===== src/rtl/iso_seq_pkg.sv =====
package iso_seq_pkg;
  localparam logic [1:0] PID_D0 = 2'd0;
  localparam logic [1:0] PID_D1 = 2'd1;
  localparam logic [1:0] PID_D2 = 2'd2;
  localparam logic [1:0] PID_MD = 2'd3;

  typedef enum logic [1:0] {
    ST_IDLE  = 2'd0,
    ST_ISSUE = 2'd1,
    ST_WAIT  = 2'd2
  } seq_state_e;
endpackage


===== src/rtl/iso_cfg_decode.sv =====
module iso_cfg_decode #(
  parameter int FIELD_W = 16,
  parameter int LEN_W   = 11,
  parameter int CNT_W   = 2
) (
  input  logic [FIELD_W-1:0] mps,
  output logic [LEN_W-1:0]   payload,
  output logic [CNT_W-1:0]   max_txn,
  output logic               cfg_bad
);
  localparam int RSV_W = FIELD_W - LEN_W - CNT_W;

  logic [CNT_W-1:0] extra;
  logic [RSV_W-1:0] rsv;

  assign payload = mps[LEN_W-1:0];
  assign extra   = mps[LEN_W+CNT_W-1:LEN_W];
  assign rsv     = mps[FIELD_W-1:LEN_W+CNT_W];
  assign max_txn = extra + CNT_W'(1);

  // the all-ones count encoding has no legal meaning
  assign cfg_bad = (|rsv) || (payload == '0) || (&extra);
endmodule


===== src/rtl/iso_pid_judge.sv =====
module iso_pid_judge
  import iso_seq_pkg::*;
#(
  parameter int LEN_W = 11,
  parameter int CNT_W = 2
) (
  input  logic             first,
  input  logic [1:0]       exp_pid,
  input  logic [CNT_W-1:0] max_txn,
  input  logic [LEN_W-1:0] payload,
  input  logic [1:0]       pid,
  input  logic             err,
  input  logic [LEN_W-1:0] len,
  output logic             ok,
  output logic             more
);
  logic pid_ok;

  always_comb begin
    if (first) begin
      // first PID announces the count; it may not exceed the configured one
      pid_ok = (pid != PID_MD) && ({{(CNT_W > 2 ? CNT_W-2 : 0){1'b0}}, pid} < max_txn);
    end else begin
      pid_ok = (pid == exp_pid);
    end
    ok   = pid_ok && !err && (len <= payload);
    more = ok && (pid != PID_D0) && (len == payload);
  end
endmodule


===== src/rtl/iso_in_uframe_seq.sv =====
module iso_in_uframe_seq
  import iso_seq_pkg::*;
#(
  parameter int FIELD_W = 16,
  parameter int LEN_W   = 11,
  parameter int CNT_W   = 2
) (
  input  logic               clk,
  input  logic               rst_n,
  input  logic [FIELD_W-1:0] mps_cfg,
  input  logic               uframe_start,
  output logic               token_valid,
  input  logic               token_ready,
  input  logic               resp_valid,
  input  logic [1:0]         resp_pid,
  input  logic               resp_err,
  input  logic [LEN_W-1:0]   resp_len,
  output logic               txn_accept,
  output logic               txn_reject,
  output logic               uframe_done,
  output logic               cfg_err
);
  seq_state_e       state_q;
  logic             first_q;
  logic [1:0]       exp_q;
  logic [LEN_W-1:0] payload_q;
  logic [CNT_W-1:0] max_q;

  logic [LEN_W-1:0] dec_payload;
  logic [CNT_W-1:0] dec_max;
  logic             judge_ok;
  logic             judge_more;

  iso_cfg_decode #(
    .FIELD_W(FIELD_W),
    .LEN_W  (LEN_W),
    .CNT_W  (CNT_W)
  ) i_cfg (
    .mps    (mps_cfg),
    .payload(dec_payload),
    .max_txn(dec_max),
    .cfg_bad(cfg_err)
  );

  iso_pid_judge #(
    .LEN_W(LEN_W),
    .CNT_W(CNT_W)
  ) i_judge (
    .first  (first_q),
    .exp_pid(exp_q),
    .max_txn(max_q),
    .payload(payload_q),
    .pid    (resp_pid),
    .err    (resp_err),
    .len    (resp_len),
    .ok     (judge_ok),
    .more   (judge_more)
  );

  assign token_valid = (state_q == ST_ISSUE);

  always_ff @(posedge clk) begin
    if (!rst_n) begin
      state_q     <= ST_IDLE;
      first_q     <= 1'b1;
      exp_q       <= PID_D0;
      payload_q   <= '0;
      max_q       <= '0;
      txn_accept  <= 1'b0;
      txn_reject  <= 1'b0;
      uframe_done <= 1'b0;
    end else begin
      txn_accept  <= 1'b0;
      txn_reject  <= 1'b0;
      uframe_done <= 1'b0;
      if (uframe_start) begin
        if (cfg_err) begin
          state_q <= ST_IDLE;
        end else begin
          state_q   <= ST_ISSUE;
          first_q   <= 1'b1;
          payload_q <= dec_payload;
          max_q     <= dec_max;
        end
      end else begin
        case (state_q)
          ST_ISSUE: if (token_ready) state_q <= ST_WAIT;
          ST_WAIT: if (resp_valid) begin
            first_q <= 1'b0;
            exp_q   <= resp_pid - 2'd1;
            if (judge_ok) begin
              txn_accept <= 1'b1;
              if (judge_more) begin
                state_q <= ST_ISSUE;
              end else begin
                uframe_done <= 1'b1;
                state_q     <= ST_IDLE;
              end
            end else begin
              txn_reject  <= 1'b1;
              uframe_done <= 1'b1;
              state_q     <= ST_IDLE;
            end
          end
          default: state_q <= ST_IDLE;
        endcase
      end
    end
  end


  cfg_gate_chk: assert property (@(posedge clk) disable iff (!rst_n)
    uframe_start && cfg_err |=> !token_valid);


  start_issue_chk: assert property (@(posedge clk) disable iff (!rst_n)
    uframe_start && !cfg_err |=> token_valid);


  token_hold_chk: assert property (@(posedge clk) disable iff (!rst_n)
    token_valid && !token_ready && !uframe_start |=> token_valid);


  d0_stop_chk: assert property (@(posedge clk) disable iff (!rst_n)
    txn_accept && ($past(resp_pid) == PID_D0) && !$past(uframe_start) |-> !token_valid);


  continue_chk: assert property (@(posedge clk) disable iff (!rst_n)
    txn_accept && !uframe_done |-> token_valid);


  reject_stop_chk: assert property (@(posedge clk) disable iff (!rst_n)
    txn_reject && !$past(uframe_start) |-> !token_valid && uframe_done);


  pulse_excl_chk: assert property (@(posedge clk) disable iff (!rst_n)
    !(txn_accept && txn_reject));
endmodule


===== config.mk =====
export PLATFORM = sky130hd
export DESIGN_NAME = iso_in_uframe_seq
export DESIGN_NICKNAME = d
export VERILOG_FILES = /design/src/rtl/iso_seq_pkg.sv /design/src/rtl/iso_cfg_decode.sv /design/src/rtl/iso_pid_judge.sv /design/src/rtl/iso_in_uframe_seq.sv
export SDC_FILE = /design/constraint.sdc
export NUM_CORES = 1
export LEC_CHECK = 0
export BUFFER_PORTS_ARGS = -buffer_cell sky130_fd_sc_hd__buf_2
export CAP_MARGIN = 20
export CORE_AREA = 2 2 59 50
export DETAILED_ROUTE_END_ITERATION = 10
export DIE_AREA = 0 0 61 52
export PLACE_DENSITY = 0.86
export SKIP_LAST_GASP = 1
export SLEW_MARGIN = 20
export SYNTH_ARGS = -nofsm -noshare
export SYNTH_HDL_FRONTEND = slang
export SYNTH_SLANG_ARGS = --single-unit

===== constraint.sdc =====
create_clock -name clk -period 2.8 [get_ports clk]
set_clock_uncertainty 0.15 [all_clocks]
set_input_delay 0.28 -clock clk [delete_from_list [all_inputs] [get_ports clk]]
set_output_delay 0.28 -clock clk [all_outputs]
set_load 0.03 [all_outputs]

; Word-level counts from Yosys, hierarchy flattened
; Index checks and enable logic that the tools add are counted.
; W data, S select, Z words.
[totals]
ff_bits = 21
out_inout_bits = 5
[classes]
n_addsub = 2
order_cmp = 2
eq_ne = 8
muxes = 16
n_bitwise = 5
n_reduce_logical = 19
[op_table]
columns = cell, n
row1 = $eq A11 B11 Y1, 1
row2 = $le A11 B11 Y1, 1
row3 = $logic_not A11 Y1, 1
row4 = $mux W1, 11
row5 = $mux W2, 4
row6 = $reduce_and A2 Y1, 3
row7 = $reduce_and A3 Y1, 2
row8 = $reduce_bool A2 Y1, 3
row9 = $logic_and A1 B1 Y1, 5
row10 = $not A1 Y1, 5
row11 = $ne A2 B2 Y1 const B, 2
row12 = $pmux W2 S2, 1
row13 = $reduce_or A4 Y1, 1
row14 = $ne A3 B2 Y1 const B, 1
row15 = $ne A3 B3 Y1 const B, 1
row16 = $reduce_or A3 Y1, 1
row17 = $add A2 B1 Y2 const B, 1
row18 = $eq A2 B1 Y1 const B, 1
row19 = $eq A2 B2 Y1, 1
row20 = $eq A2 B2 Y1 const B, 1
row21 = $logic_or A1 B1 Y1, 2
row22 = $lt A2 B2 Y1, 1
row23 = $sub A2 B1 Y2 const B, 1
row24 = $logic_not A1 Y1, 1

; Longest topological paths before layout
[depth]
word_depth = 12
depth_mapped = 7
depth_no_buf = 6

; Cells and area by module
; From an unflattened synthesis, not the netlist that was laid out.
[hier_totals]
cells_unflattened = 157
hier_area_um2 = 1285.0
[modules_own_cells]
columns = mod, instances, cells_each, area_per_inst_um2, seq_area_each_um2
row1 = iso_in_uframe_seq, 1, 88, 774.5, 420.4
row2 = iso_pid_judge, 1, 51, 360.3, 0.0
row3 = iso_cfg_decode, 1, 18, 150.1, 0.0

; Worst setup path before layout
; OpenSTA, ideal clock, no wires.
[synth_timing]
kind = flip-flop to flip-flop
startpoint = register max_q[1]
endpoint = register uframe_done
arrival_ns = 1.703
required_time_ns = 2.530
slack_ns = 0.828
path_stages_with_launch = 7
path_buffers = 0
period_less_slack_ns = 1.972
path_cell_list = dfxtp_1 > inv_1 > ha_1 > or4b_1 > o32ai_1 > nor2_1 > o31a_1
[synth_via]
elab_chain_cells = 9
[synth_lines]
columns = item, line_no
row1 = start: declaration, iso_in_uframe_seq.sv:27  ; logic [CNT_W-1:0] max_q;
row2 = start signal: assignment, iso_in_uframe_seq.sv:83  ; max_q <= dec_max;
row3 = $lt A2 B2 Y1 (*), iso_pid_judge.sv:22  ; pid_ok = (pid != PID_MD) && ({{(CNT_W > 2 ? CNT_W-2 : 0){1'b0}}, pid} < max_txn);
row4 = $logic_and A1 B1 Y1 (*), iso_pid_judge.sv:22
row5 = $mux W1 (*), iso_pid_judge.sv:20  ; if (first) begin
row6 = $logic_and A1 B1 Y1 (*) (2 in a row), iso_pid_judge.sv:26  ; ok = pid_ok && !err && (len <= payload);
row7 = $logic_and A1 B1 Y1 (2 in a row), iso_pid_judge.sv:27  ; more = ok && (pid != PID_D0) && (len == payload);
row8 = $mux W1, iso_in_uframe_seq.sv:93  ; if (judge_more) begin
row9 = $mux W1 (*), iso_in_uframe_seq.sv:91  ; if (judge_ok) begin
row10 = end signal: assignment, iso_in_uframe_seq.sv:75  ; uframe_done <= 1'b0;
row11 = end signal: assignment, iso_in_uframe_seq.sv:96  ; uframe_done <= 1'b1;
row12 = end signal: assignment, iso_in_uframe_seq.sv:101  ; uframe_done <= 1'b1;
row13 = end: declaration, iso_in_uframe_seq.sv:20  ; output logic uframe_done,
; Every way passes the cells marked *; elsewhere a longest branch is shown, timed or not.
; A chain may end at the register's enable or synchronous reset.

; Worst setup path in the final report
[layout_timing]
startpoint = register max_q[1]
endpoint = register state_q[0]
[layout_via]
elab_chain_cells = 12
[layout_lines]
columns = item, line_no
row1 = $lt A2 B2 Y1 (*), iso_pid_judge.sv:22
row2 = $logic_and A1 B1 Y1 (*), iso_pid_judge.sv:22
row3 = $mux W1 (*), iso_pid_judge.sv:20
row4 = $logic_and A1 B1 Y1 (*) (2 in a row), iso_pid_judge.sv:26
row5 = $logic_and A1 B1 Y1 (2 in a row), iso_pid_judge.sv:27
row6 = $mux W1, iso_in_uframe_seq.sv:93
row7 = $mux W2 (*), iso_in_uframe_seq.sv:91
row8 = $mux W2 (*), iso_in_uframe_seq.sv:88  ; ST_WAIT: if (resp_valid) begin
row9 = $pmux W2 S2 (*), iso_in_uframe_seq.sv:86  ; case (state_q)
row10 = $mux W2 (*), iso_in_uframe_seq.sv:76  ; if (uframe_start) begin
row11 = end signal: assignment, iso_in_uframe_seq.sv:78  ; state_q <= ST_IDLE;
row12 = end signal: assignment, iso_in_uframe_seq.sv:87  ; ST_ISSUE: if (token_ready) state_q <= ST_WAIT;
row13 = end signal: assignment, iso_in_uframe_seq.sv:94  ; state_q <= ST_ISSUE;
row14 = end: declaration, iso_in_uframe_seq.sv:23  ; seq_state_e state_q;
; Every way passes the cells marked *; elsewhere a longest branch is shown, timed or not. The select of a mux whose other input is x is not followed.

==> results.md <==
- Status: finished, final reports clean
- Share of layout cells above drive strength 1: 26.6%
- RSZ-0062 raised after global routing: no
- Initial DRC Count: between 40 and 50
- Critical Path Fanout Max: 3
- DRT antenna net count: 0
- # rows: 17
- Wl on met1: between 1000 and 1500 microns
- Avg Vias per Cell: about 5.0
- Initial antenna violation count: 0
- Mapped Nets: around 190
- VDD IR-drop max: approximately 310 uV
- Critical-path top delay cell: or4b_1
- Largest net degree at the start of global routing: 17
- Post-synthesis sequential area ratio: between 30% and 40%
- Yosys reg bits: 21
- Critical path type: flop to flop
- Clock Tree Root: clkbuf_4
- Clock Sinks: 21
- Initial Utilization: 47.5%
- Hpwl dp: 2030 microns
- Post_cts resized: 0
- Crit path DAT: approximately 2.3 ns
- Ordered cell list for the critical path: inv_1 > ha_1 > or4b_1 > o32ai_1 > o211ai_1 > a221oi_2
- Top-area cell type share of the netlist area: 33.8%
- H-tree depth: 1
- Cts bufs inserted: 3
- Max-slew violations: 0
- Async set or reset register ratio after synthesis: 0%
- Final nets: between 200 and 250
- Most frequent cells in the layout: buf_2 (39), dfxtp_1 (21), nor2_1 (20)
- Skew-Pair Late Insertion Delay: around 0.31 ns
- I/O Buffers: 39
- First-pass iteration count of the detailed router: 4
- CP bufs+invs: 1
- Synth area leader: dfxtp_1
- Max-Cap Viols: 0
- Placed insts: between 200 and 250
- Lkg Pwr: ~0.71 nW
- Vias in the first global route: ~980
- YS warnings: 0
- Final Non-Filler Cells: 215
- First-pass GRT wire length: 4160 microns
- Core box area: about 2600 sq um
- I/O pin total: 40
- PwrDens: 364 nW/um^2
- Number of synthesized flops with an enable pin: 0
- Total chip power: approximately 0.00054 W
- Post-CTS Setup Bufs: 0
- Area growth from synthesis to layout: 18.9%
- Top sig layer: met4
- Top cells by area, synth: dfxtp_1 (34%), ha_1 (15%), mux2i_1 (9.7%)
- Die height: 52 microns
- Clk pwr share: approximately 28%
- Total Routing Usage GR: 17.3%
- Die Area: approximately 3200 sq um
- Final Cell Area: between 1000 and 1500 sq um
- Metal2 WL: around 1200 microns
- Fin crit share: approximately 80%
- CTS Buffer Depth: 2
- DR WL met3: ~120 microns
- Switching portion of total power: 26.4%
- Antenna cell count: 0
- Logic pwr share: approximately 16%
- Top cell family by delay on the critical path: compound AO/OA/AOI/OAI gates
- Mapped Area: 1240 sq um
- Req. time, crit path: between 2 and 3 ns
- CTS tree: yes
- Setup TNS: 0 ns
- Hold Vio Cnt, Final: 0
- Syn_area_per_cell: slightly above 9 sq um
- Hold Buf Count CTS: 0
- Number of library cell types mapped by synthesis: 39
- DR vias: roughly 1,100
- Slowest stage delay, CP: 0.54 ns
- Top FF cell, synth: dfxtp_1
- Setup violations, final: 0
- Cells after Synth: ~140
- Worst Setup End Kind: flop
- CP Launch Type: flop
- Gpl congestion: 0.815
- HP Class: input port to flop
- Tmin final: around 2.2 ns
- Internal: ~0.0004 W
- Die Wd: 61 microns
- FMAX: 0.451 GHz
- Slew headroom: a little over two fifths
- Clk pin slew, worst setup/hold paths: about 0.12 ns
- Slew at the pin closest to its max-slew limit: ~0.87 ns
- Wirelength per Cell: 11.8 microns
- Seq pwr share: 56.6%
- Commonest non-fill, non-tap cell in the layout: buf_2
- Area after DPL: roughly 1500 sq um
- DRC: 0
- Final wirelength: 2540 microns
- Net Sw Power: 0.000142 W
- Grt ovf: 0
## final cells by class
cell class	instances	area, sq um
fill	266	1140
multi-input combinational	95	721
sequential	21	420
timing repair buffer	39	195
inverter	18	67.6
tap	38	47.5
clock buffer	3	22.5
clock inverter	1	5.00
## worst reg2reg max path, cell delays in order, from the launching register on
cell and delay, ns:
dfxtp_1 0.35, inv_1 0.05, ha_1 0.17, or4b_1 0.54, o32ai_1 0.43, o211ai_1 0.20
a221oi_2 0.25
## stage by stage
stage | utilization, % | hold WS (ns) | setup slack, ns
2_1_floorplan | - | 0.202 | 0.828
3_3_place_gp | 55.5 | 0.296 | 0.508
4_1_cts | 56.5 | 0.0149 | 0.613
3_5_place_dp | 55.5 | 0.300 | 0.492
5_1_grt | 56.5 | 0.0225 | 0.451
6_report | 56.5 | 0.0113 | 0.581
## worst paths after layout
check | startpoint | endpoint | slack (ns) | depth (start not counted)
worst min-delay path | rst_n | first_q | 0.01 | 2
worst max register to register | max_q[1] | state_q[0] | 0.58 | 6
worst min register to register | max_q[0] | max_q[0] | 0.32 | 2
worst max-delay path | max_q[1] | state_q[0] | 0.58 | 6
## cell families (layout without fill, tap and decap cells)
kind of cell             count (synthesis)  in the layout  share of synthesized area, %
AND/OR/NAND/NOR                         43             43                          18.4
AO/OA/AOI/OAI                           24             24                          14.1
flip-flops                              21             21                          33.8
buffers and inverters                   21             61                          8.25
adder cells (fa/ha/maj)                 15             15                          15.1
multiplexers                            12             12                          9.66
XOR/XNOR                                 1              1                         0.704
## cells in the mapped netlist (all sizes together), types with 2 or more instances
cell    count
dfxtp      21
nor2       20
inv        18
ha         15
mux2i      12
a21oi       5
a211oi      4
o21ai       4
nand2       3
buf         2
nand3       2
nand3b      2
nand4       2
nor3        2
nor4        2
or4         2
## layer usage
metal	track usage, %	up-vias
met5	0	-
met4	2.17	0
met3	4.73	2
met2	28.1	26
met1	23.5	487
li1	-	570
## registers in the layout (all words and copies together), names as in the netlist
signal,count
first_q,1
exp_q,2
txn_reject,1
max_q,2
payload_q,11
txn_accept,1
uframe_done,1
state_q,2
## power by group through the flow
stage / Clock, W / Combinational, W / Sequential [W]
finish: 0.000149 / 0.0000844 / 0.000304
global route: 0.000161 / 0.0000959 / 0.000305
CTS: 0.000149 / 0.0000846 / 0.000304
detailed placement: 0 / 0.0000831 / 0.000311
global placement: 0 / 0.0000812 / 0.000311
floorplan: 0 / 0.0000456 / 0.000310
Power figures use the tool's default switching activity.
